### src/rtl/audio_ser_tx_pkg.sv
`timescale 1ns/1ps
package audio_ser_tx_pkg;

  localparam int WORD_W = 16;
  localparam int SLOT_W = 32;
  localparam int POS_W  = 6;

  typedef enum logic [1:0] {
    STD_PHILIPS = 2'd0,
    STD_MSBJ    = 2'd1,
    STD_LSBJ    = 2'd2,
    STD_PCM     = 2'd3
  } std_e;

  typedef enum logic [1:0] {
    PK_D16_C16 = 2'd0,
    PK_D16_C32 = 2'd1,
    PK_D24_C32 = 2'd2,
    PK_D32_C32 = 2'd3
  } pkt_e;

  function automatic logic [POS_W-1:0] slot_len(pkt_e p);
    return (p == PK_D16_C16) ? POS_W'(16) : POS_W'(SLOT_W);
  endfunction

  function automatic logic [POS_W-1:0] sample_len(pkt_e p);
    case (p)
      PK_D24_C32: return POS_W'(24);
      PK_D32_C32: return POS_W'(32);
      default:    return POS_W'(16);
    endcase
  endfunction

  function automatic logic needs_two(pkt_e p);
    return (p == PK_D24_C32) || (p == PK_D32_C32);
  endfunction

endpackage

### src/rtl/audio_ser_tx_clkgen.sv
`timescale 1ns/1ps
module audio_ser_tx_clkgen #(
  parameter int HALF_DIV = 2
) (
  input  logic clk,
  input  logic rst_n,
  output logic sck,
  output logic fall_tick
);
  localparam int CNT_W = (HALF_DIV > 1) ? $clog2(HALF_DIV) : 1;
  localparam logic [CNT_W-1:0] CNT_LAST = CNT_W'(HALF_DIV - 1);

  logic [CNT_W-1:0] cnt_q, cnt_d;
  logic             sck_q, sck_d;
  logic             wrap;

  always_comb begin
    wrap      = (cnt_q == CNT_LAST);
    cnt_d     = wrap ? '0 : cnt_q + 1'b1;
    sck_d     = wrap ? ~sck_q : sck_q;
    fall_tick = wrap && sck_q;
  end

  always_ff @(posedge clk or negedge rst_n) begin
    if (!rst_n) begin
      cnt_q <= '0;
      sck_q <= 1'b0;
    end else begin
      cnt_q <= cnt_d;
      sck_q <= sck_d;
    end
  end

  assign sck = sck_q;

  // a falling tick is only ever issued while the bit clock is high
  a_r2_fall_from_high: assert property (@(posedge clk) disable iff (!rst_n)
    fall_tick |=> !sck_q);

endmodule

### src/rtl/audio_ser_tx_loader.sv
`timescale 1ns/1ps
module audio_ser_tx_loader
  import audio_ser_tx_pkg::*;
(
  input  logic              clk,
  input  logic              rst_n,
  input  std_e              std_sel,
  input  pkt_e              pkt_sel,
  input  logic [WORD_W-1:0] in_data,
  input  logic              in_valid,
  output logic              in_ready,
  input  logic              take,
  output logic [SLOT_W-1:0] slot_bits,
  output logic              underrun
);
  logic [WORD_W-1:0] upper_q, upper_d;
  logic              half_q, half_d;
  logic [SLOT_W-1:0] stage_q, stage_d;
  logic              full_q, full_d;
  logic              urun_q, urun_d;
  logic              accept, complete, two;
  logic [SLOT_W-1:0] assembled;
  logic [POS_W-1:0]  rshift;

  always_comb begin
    two      = needs_two(pkt_sel);
    accept   = in_valid && !full_q;
    complete = accept && (!two || half_q);
    case (pkt_sel)
      PK_D24_C32: assembled = {upper_q, in_data[WORD_W-1:WORD_W-8], 8'h00};
      PK_D32_C32: assembled = {upper_q, in_data};
      default:    assembled = {in_data, {(SLOT_W-WORD_W){1'b0}}};
    endcase

    upper_d = upper_q;
    half_d  = half_q;
    stage_d = stage_q;
    full_d  = full_q;
    if (accept && two && !half_q) begin
      upper_d = in_data;
      half_d  = 1'b1;
    end
    if (take)     full_d = 1'b0;
    if (complete) begin
      stage_d = assembled;
      full_d  = 1'b1;
      half_d  = 1'b0;
    end
    urun_d = urun_q || (take && !full_q);
  end

  always_ff @(posedge clk or negedge rst_n) begin
    if (!rst_n) begin
      upper_q <= '0;
      half_q  <= 1'b0;
      stage_q <= '0;
      full_q  <= 1'b0;
      urun_q  <= 1'b0;
    end else begin
      upper_q <= upper_d;
      half_q  <= half_d;
      stage_q <= stage_d;
      full_q  <= full_d;
      urun_q  <= urun_d;
    end
  end

  // right alignment only in the LSB-justified standard with a wide slot
  always_comb begin
    rshift = '0;
    if (std_sel == STD_LSBJ)
      rshift = slot_len(pkt_sel) - sample_len(pkt_sel);
    slot_bits = full_q ? (stage_q >> rshift) : '0;
  end

  assign in_ready = rst_n && !full_q;
  assign underrun = urun_q;

  // the underrun indication is sticky
  a_r10_underrun_sticky: assert property (@(posedge clk) disable iff (!rst_n)
    urun_q |=> urun_q);

  // a held sample is kept until its slot starts
  a_r4_hold_sample: assert property (@(posedge clk) disable iff (!rst_n)
    (full_q && !take) |=> (full_q && $stable(stage_q)));

endmodule

### src/rtl/audio_ser_tx_framer.sv
`timescale 1ns/1ps
module audio_ser_tx_framer
  import audio_ser_tx_pkg::*;
(
  input  logic              clk,
  input  logic              rst_n,
  input  std_e              std_sel,
  input  pkt_e              pkt_sel,
  input  logic              fall_tick,
  input  logic [SLOT_W-1:0] slot_bits,
  output logic              take,
  output logic              ws,
  output logic              sd
);
  logic              run_q;
  logic [POS_W-1:0]  pos_q, pos_nx;
  logic              ws_q, ws_nx;
  logic              sd_q, sd_nx;
  logic [SLOT_W-1:0] shf_q, shf_nx;
  logic [POS_W-1:0]  chan;
  logic [POS_W:0]    flen, ahead;
  logic              boundary;

  always_comb begin
    chan = slot_len(pkt_sel);
    flen = (std_sel == STD_PCM) ? {1'b0, chan} : {chan, 1'b0};

    if (!run_q)                          pos_nx = '0;
    else if ({1'b0, pos_q} == flen - 1'b1) pos_nx = '0;
    else                                 pos_nx = pos_q + 1'b1;

    boundary = ((pos_nx & (chan - 1'b1)) == '0);
    take     = fall_tick && boundary;

    ahead = ({1'b0, pos_nx} == flen - 1'b1) ? '0 : {1'b0, pos_nx} + 1'b1;
    case (std_sel)
      STD_PHILIPS: ws_nx = (ahead >= {1'b0, chan});
      STD_PCM:     ws_nx = (pos_nx == chan - 1'b1);
      default:     ws_nx = (pos_nx >= chan);
    endcase

    if (boundary) begin
      sd_nx  = slot_bits[SLOT_W-1];
      shf_nx = {slot_bits[SLOT_W-2:0], 1'b0};
    end else begin
      sd_nx  = shf_q[SLOT_W-1];
      shf_nx = {shf_q[SLOT_W-2:0], 1'b0};
    end
  end

  always_ff @(posedge clk or negedge rst_n) begin
    if (!rst_n) begin
      run_q <= 1'b0;
      pos_q <= '0;
      ws_q  <= 1'b0;
      sd_q  <= 1'b0;
      shf_q <= '0;
    end else if (fall_tick) begin
      run_q <= 1'b1;
      pos_q <= pos_nx;
      ws_q  <= ws_nx;
      sd_q  <= sd_nx;
      shf_q <= shf_nx;
    end
  end

  assign ws = ws_q;
  assign sd = sd_q;

  // the zero pad after a 16-bit sample in a 32-bit slot
  a_r8_pad_zero: assert property (@(posedge clk) disable iff (!rst_n)
    (run_q && std_sel != STD_LSBJ && pkt_sel == PK_D16_C32 && pos_q[4:0] >= 5'd16)
      |-> !sd_q);

  // leading zeros before a right-aligned 24-bit sample
  a_r9_lead_zero: assert property (@(posedge clk) disable iff (!rst_n)
    (run_q && std_sel == STD_LSBJ && pkt_sel == PK_D24_C32 && pos_q[4:0] < 5'd8)
      |-> !sd_q);

  // position stays inside the frame
  a_r11_pos_range: assert property (@(posedge clk) disable iff (!rst_n)
    {1'b0, pos_q} < flen);

endmodule

### src/rtl/audio_ser_tx.sv
`timescale 1ns/1ps
module audio_ser_tx
  import audio_ser_tx_pkg::*;
#(
  parameter int HALF_DIV = 2
) (
  input  logic              clk,
  input  logic              rst_n,
  input  logic [1:0]        fmt_std,
  input  logic [1:0]        fmt_pkt,
  input  logic [WORD_W-1:0] in_data,
  input  logic              in_valid,
  output logic              in_ready,
  output logic              sck,
  output logic              ws,
  output logic              sd,
  output logic              underrun
);
  logic [1:0]        rst_sync_q;
  logic              rst_ni;
  std_e              std_sel;
  pkt_e              pkt_sel;
  logic              fall_tick;
  logic              take_w;
  logic [SLOT_W-1:0] slot_bits;

  always_ff @(posedge clk or negedge rst_n) begin
    if (!rst_n) rst_sync_q <= 2'b00;
    else        rst_sync_q <= {rst_sync_q[0], 1'b1};
  end
  assign rst_ni = rst_sync_q[1];

  assign std_sel = std_e'(fmt_std);
  assign pkt_sel = pkt_e'(fmt_pkt);

  audio_ser_tx_clkgen #(.HALF_DIV(HALF_DIV)) u_clkgen (
    .clk       (clk),
    .rst_n     (rst_ni),
    .sck       (sck),
    .fall_tick (fall_tick)
  );

  audio_ser_tx_loader u_loader (
    .clk       (clk),
    .rst_n     (rst_ni),
    .std_sel   (std_sel),
    .pkt_sel   (pkt_sel),
    .in_data   (in_data),
    .in_valid  (in_valid),
    .in_ready  (in_ready),
    .take      (take_w),
    .slot_bits (slot_bits),
    .underrun  (underrun)
  );

  audio_ser_tx_framer u_framer (
    .clk       (clk),
    .rst_n     (rst_ni),
    .std_sel   (std_sel),
    .pkt_sel   (pkt_sel),
    .fall_tick (fall_tick),
    .slot_bits (slot_bits),
    .take      (take_w),
    .ws        (ws),
    .sd        (sd)
  );

  // data moves only on a falling bit clock
  a_r2_sd_on_fall: assert property (@(posedge clk) disable iff (!rst_ni)
    !$stable(sd) |-> ($past(sck) && !sck));

  // select moves only on a falling bit clock
  a_r2_ws_on_fall: assert property (@(posedge clk) disable iff (!rst_ni)
    !$stable(ws) |-> ($past(sck) && !sck));

  // in the justified standards select toggles only where a slot begins
  a_r5_ws_at_slot: assert property (@(posedge clk) disable iff (!rst_ni)
    ((std_sel == STD_MSBJ || std_sel == STD_LSBJ) && !$stable(ws)) |-> $past(take_w));

endmodule

### config.mk
export PLATFORM = sky130hd
export DESIGN_NAME = audio_ser_tx
export DESIGN_NICKNAME = d
export VERILOG_FILES = /design/src/rtl/audio_ser_tx_pkg.sv /design/src/rtl/audio_ser_tx_clkgen.sv /design/src/rtl/audio_ser_tx_loader.sv /design/src/rtl/audio_ser_tx_framer.sv /design/src/rtl/audio_ser_tx.sv
export SDC_FILE = /design/constraint.sdc
export NUM_CORES = 1
export LEC_CHECK = 0
export BUFFER_PORTS_ARGS = -buffer_cell sky130_fd_sc_hd__buf_2
export CAP_MARGIN = 0
export CORE_ASPECT_RATIO = 0.9
export CORE_MARGIN = 2
export CORE_UTILIZATION = 55
export DETAILED_ROUTE_END_ITERATION = 8
export PLACE_DENSITY = 0.79
export SLEW_MARGIN = 20
export SYNTH_ARGS = -nofsm -noshare
export SYNTH_HDL_FRONTEND = slang
export SYNTH_SLANG_ARGS = --single-unit
### constraint.sdc
create_clock -name clk -period 3.02 [get_ports clk]
set_input_delay 0.604 -clock clk [delete_from_list [all_inputs] [get_ports clk]]
set_output_delay 0.604 -clock clk [all_outputs]
set_load 0.02 [all_outputs]
==> impl_metrics.csv <==
group,metric,value,unit
synth,synth.area.mux_share,0.112,
layout,fin_area,5500,um^2
drt,num_vias,3802,
placement,place_hpwl,7.79,mm
power_and_ir_drop,p_per_area,676,nW/um^2
drt,drtAntennaViolNets,0,
synth,synth.cell_area,4910,um^2
setup_path,crit_arrival,3.06,ns
synth,synth-compound-area-share,0.146,
flow_run,maxCapViolations,0,
placement,place_area,5280,um^2
layout,multi_input_area,2370,um^2
setup_path,path_cells,"buf_2 -> inv_1 -> ha_1 -> or2_2 -> a211oi_1 -> o2bb2ai_1 -> o21a_1 -> o21ai_0 -> ha_1 -> a21bo_2 -> a21o_1 -> a221oi_1 -> o31ai_1",
placement,portBuffers,27,
floorplanning,ios,28,
layout,fin_nets,576,
clocking,clk_pin_slew,0.10,ns
sta,clock_skew,0.0145,ns
clocking,post_cts_buffers,0,
synth,avgSynthCellArea,9.75,um^2
floorplanning,rows,32,
sta,finalSetupTns,0,ns
worst_hold_path,hp-start,"rst_sync_q[0]",
global_routing,met2_usage,0.409,
layout,final_layout_size_suffix_gt1_frac,0.232,
status,status,"finished, final reports clean",
synth,yosysMostFrequentCell,"nand2_1",
setup_path,endpoint_kind,"register",
power_and_ir_drop,leakage,2.56,nW
global_routing,grt_usage,0.244,
drt,routed_wl,10.9,mm
sta,relSlewSlack,0.409,
global_routing,overflow,0,
sta,fin_crit_sh,0.931,
setup_path,rr_endpoint,"u_framer.ws",
sta,hold-worst-slack,0.373,ns
synth,yosysTopAreaCell,"dfrtp_1",
drt,drt-pass1-iter-count,5,
synth,async_reset_ff_frac,1.00,
synth,synth_cell_types,48,
global_routing,grt_use_met1,0.325,
worst_hold_path,worstHoldPathType,"register to register",
sta,hold_viol,0,
setup_path,r2r_start,"u_framer.pos_q[0]",
floorplanning,dieArea,9700,um^2
synth,ys_seq_elements,95,
global_routing,met3_usage,0.0430,
floorplanning,die_w,104,um
placement,gp_congestion,0.909,
clocking,cts_buffers,9,
sta,setup_viol,0,
layout,synthToLayoutAreaGrowth,11.9,%
synth,synthesis.nets,541,
sta,rsz0062_at_grt,"false",
synth,netlist_instances,504,
setup_path,reg2reg_depth,11,
worst_hold_path,worstHoldEndpoint,"rst_sync_q[1]",
global_routing,antenna_found_initial,0,
setup_path,required,3.27,ns
layout,diodes,0,
worst_hold_path,holdPathStages,0,
setup_path,path_common_cell,"ha_1",
synth,ys.flop_type,"dfrtp_1",
layout,fill_cells,682,
drt,wl_per_cell,16.5,um
global_routing,grt_max_degree,58,
clocking,cts_tree,"done",
drt,avgViaCountPerCell,5.73,
floorplanning,dieHeight,93.7,um
setup_path,slowest_stage,"or2_2",
setup_path,path_max_fanout,4,
layout,layoutNonFillerInstCount,663,
synth,synth_xor_area_frac,0.00713,
sta,max_freq,0.356,GHz
clocking,clkLatencyLatePin,0.38,ns
synth,synth_edf_count,0,
power_and_ir_drop,max-vdd-ir-drop,0.441,mV
sta,tightest_slew,0.886,ns
synth,synth_top_family_by_area,"simple AND/OR/NAND/NOR gates",
synth,ys_warn_count,0,
synth,synth_fa_ha_area_frac,0.0357,
setup_path,r2r_slack,0.25,ns
floorplanning,initial_utilization,0.571,
synth,synth_top_area_frac,0.484,
clocking,h-tree-depth,3,
synth,synth_area_leaders,"dfrtp_1 48%, nand2_1 7.8%, mux2_2 5.7%",
setup_path,timing.setup.critical_path_class,"input port to register",
floorplanning,core_area,8610,um^2
global_routing,first_global_vias,3909,
synth,seq_area_frac_synth,0.484,
placement,post-place-cells,646,
layout,seq_area,2380,um^2
setup_path,max_stage_delay,0.32,ns
sta,finalMaxSlewViolations,0,
clocking,cts-root-buf,"clkbuf_8",
drt,post-route-drc-count,0,
synth,ys_top_cells_by_count,"102 x nand2_1, 95 x dfrtp_1, 46 x nor2_1, 31 x a31oi_1, 28 x nand3_1",
clocking,clock-sinks,95,
clocking,clk_path_buf_depth,2,
sta,fin_crit,2.81,ns
global_routing,busiest_layer,"met2",
global_routing,grt_first_pass_wirelength,18.8,mm
setup_path,critPathLaunchType,"input port",
drt,drt_iter0_drc,269,
synth,synthSimpleGateAreaFrac,0.177,
worst max path at each step:
stage,from,end,cells after the start
after global routing,fmt_pkt[0],u_framer.ws,13
final,fmt_pkt[0],u_framer.ws,13
after global placement,fmt_std[0],u_framer.ws,12
after CTS,u_framer.pos_q[0],u_framer.ws,11
after detailed placement,fmt_pkt[0],u_framer.ws,13
after floorplan,fmt_std[0],u_framer.ws,12
metal layers:
layer | up-vias | part of all wire
li1 | 1838 | -
met1 | 1833 | 0.45
met2 | 114 | 0.48
met3 | 17 | 0.052
met4 | 0 | 0.018
met5 | - | 0
cells by family (layout without fill, tap and decap cells):
kind of cell,count (synthesis),in the layout
buf+inv,43,83
simple gates,202,202
fa+ha+maj,14,14
other cells,1,1
flops,95,95
compound gates,103,103
xor+xnor,4,4
mux,42,42
where the power goes:
part	total, mW	switching, mW	internal [mW]
registers	1.96	0.319	1.64
clock network	0.841	0.498	0.343
logic	0.915	0.428	0.487
total	3.72	1.25	2.47
flip-flops by register name, indices dropped and copies added (netlist names):
signal / count
u_loader.upper_q: 16
u_framer.run_q: 1
rst_sync_q: 2
u_loader.half_q: 1
u_framer.shf_q: 31
u_clkgen.sck: 1
u_loader.stage_q: 32
u_clkgen.cnt_q: 1
u_loader.full_q: 1
u_framer.ws: 1
u_framer.sd: 1
u_framer.pos_q: 6
u_loader.underrun: 1
placed cells by master, fill, tap and decap left out, types with 2 or more instances in the layout:
cell	count
inv_1	11
ha_1	13
nor2b_1	3
xor2_1	2
mux4_2	8
clkinv_4	2
dfrtp_1	93
a22o_1	7
nand2_1	102
mux2_2	25
inv_8	2
a221o_2	8
xnor2_1	2
nor2_2	2
nand4_1	2
nand2b_1	2
buf_2	27
a21bo_2	2
mux2i_1	9
and2_1	9
a21o_1	5
nand3_1	27
a211oi_1	2
clkbuf_8	10
o21ai_0	19
a31oi_1	31
or2_2	3
a21oi_1	10
nor2_1	44
o22ai_1	8
buf_4	28
critical path, delay by kind of cell:
family | cells | cell delay (ns)
and+or+nand+nor | 1 | 0.32
adders and majority gates | 2 | 0.53
buffers and inverters | 2 | 0.15
AOI/OAI and AO/OA | 8 | 1.46
layout make-up:
| cell class | instances | share of cell area |
|---|---|---|
| Inverter | 11 | 0.00751 |
| Clock buffer | 10 | 0.0250 |
| Clock inverter | 6 | 0.0116 |
| Sequential cell | 95 | 0.433 |
| Timing Repair Buffer | 56 | 0.0646 |
| Multi-Input combinational cell | 366 | 0.431 |
| Tap cell | 119 | 0.0271 |
through the flow:
step | setup WS (ns) | util | power [mW]
2_1_floorplan | 0.0642 | - | 2.58
3_3_place_gp | 0.0342 | 0.613 | 2.82
3_5_place_dp | -0.166 | 0.613 | 2.88
4_1_cts | 0.109 | 0.637 | 3.72
5_1_grt | 0.0151 | 0.639 | 3.93
6_report | 0.209 | 0.639 | 3.72
repair_timing:
action,CTS,global route
hold buffers,1,0
gates resized for setup,0,4
setup endpoints to repair,0,1
hold endpoints to repair,2,0
No activity file was read; power rests on OpenSTA's default activity.
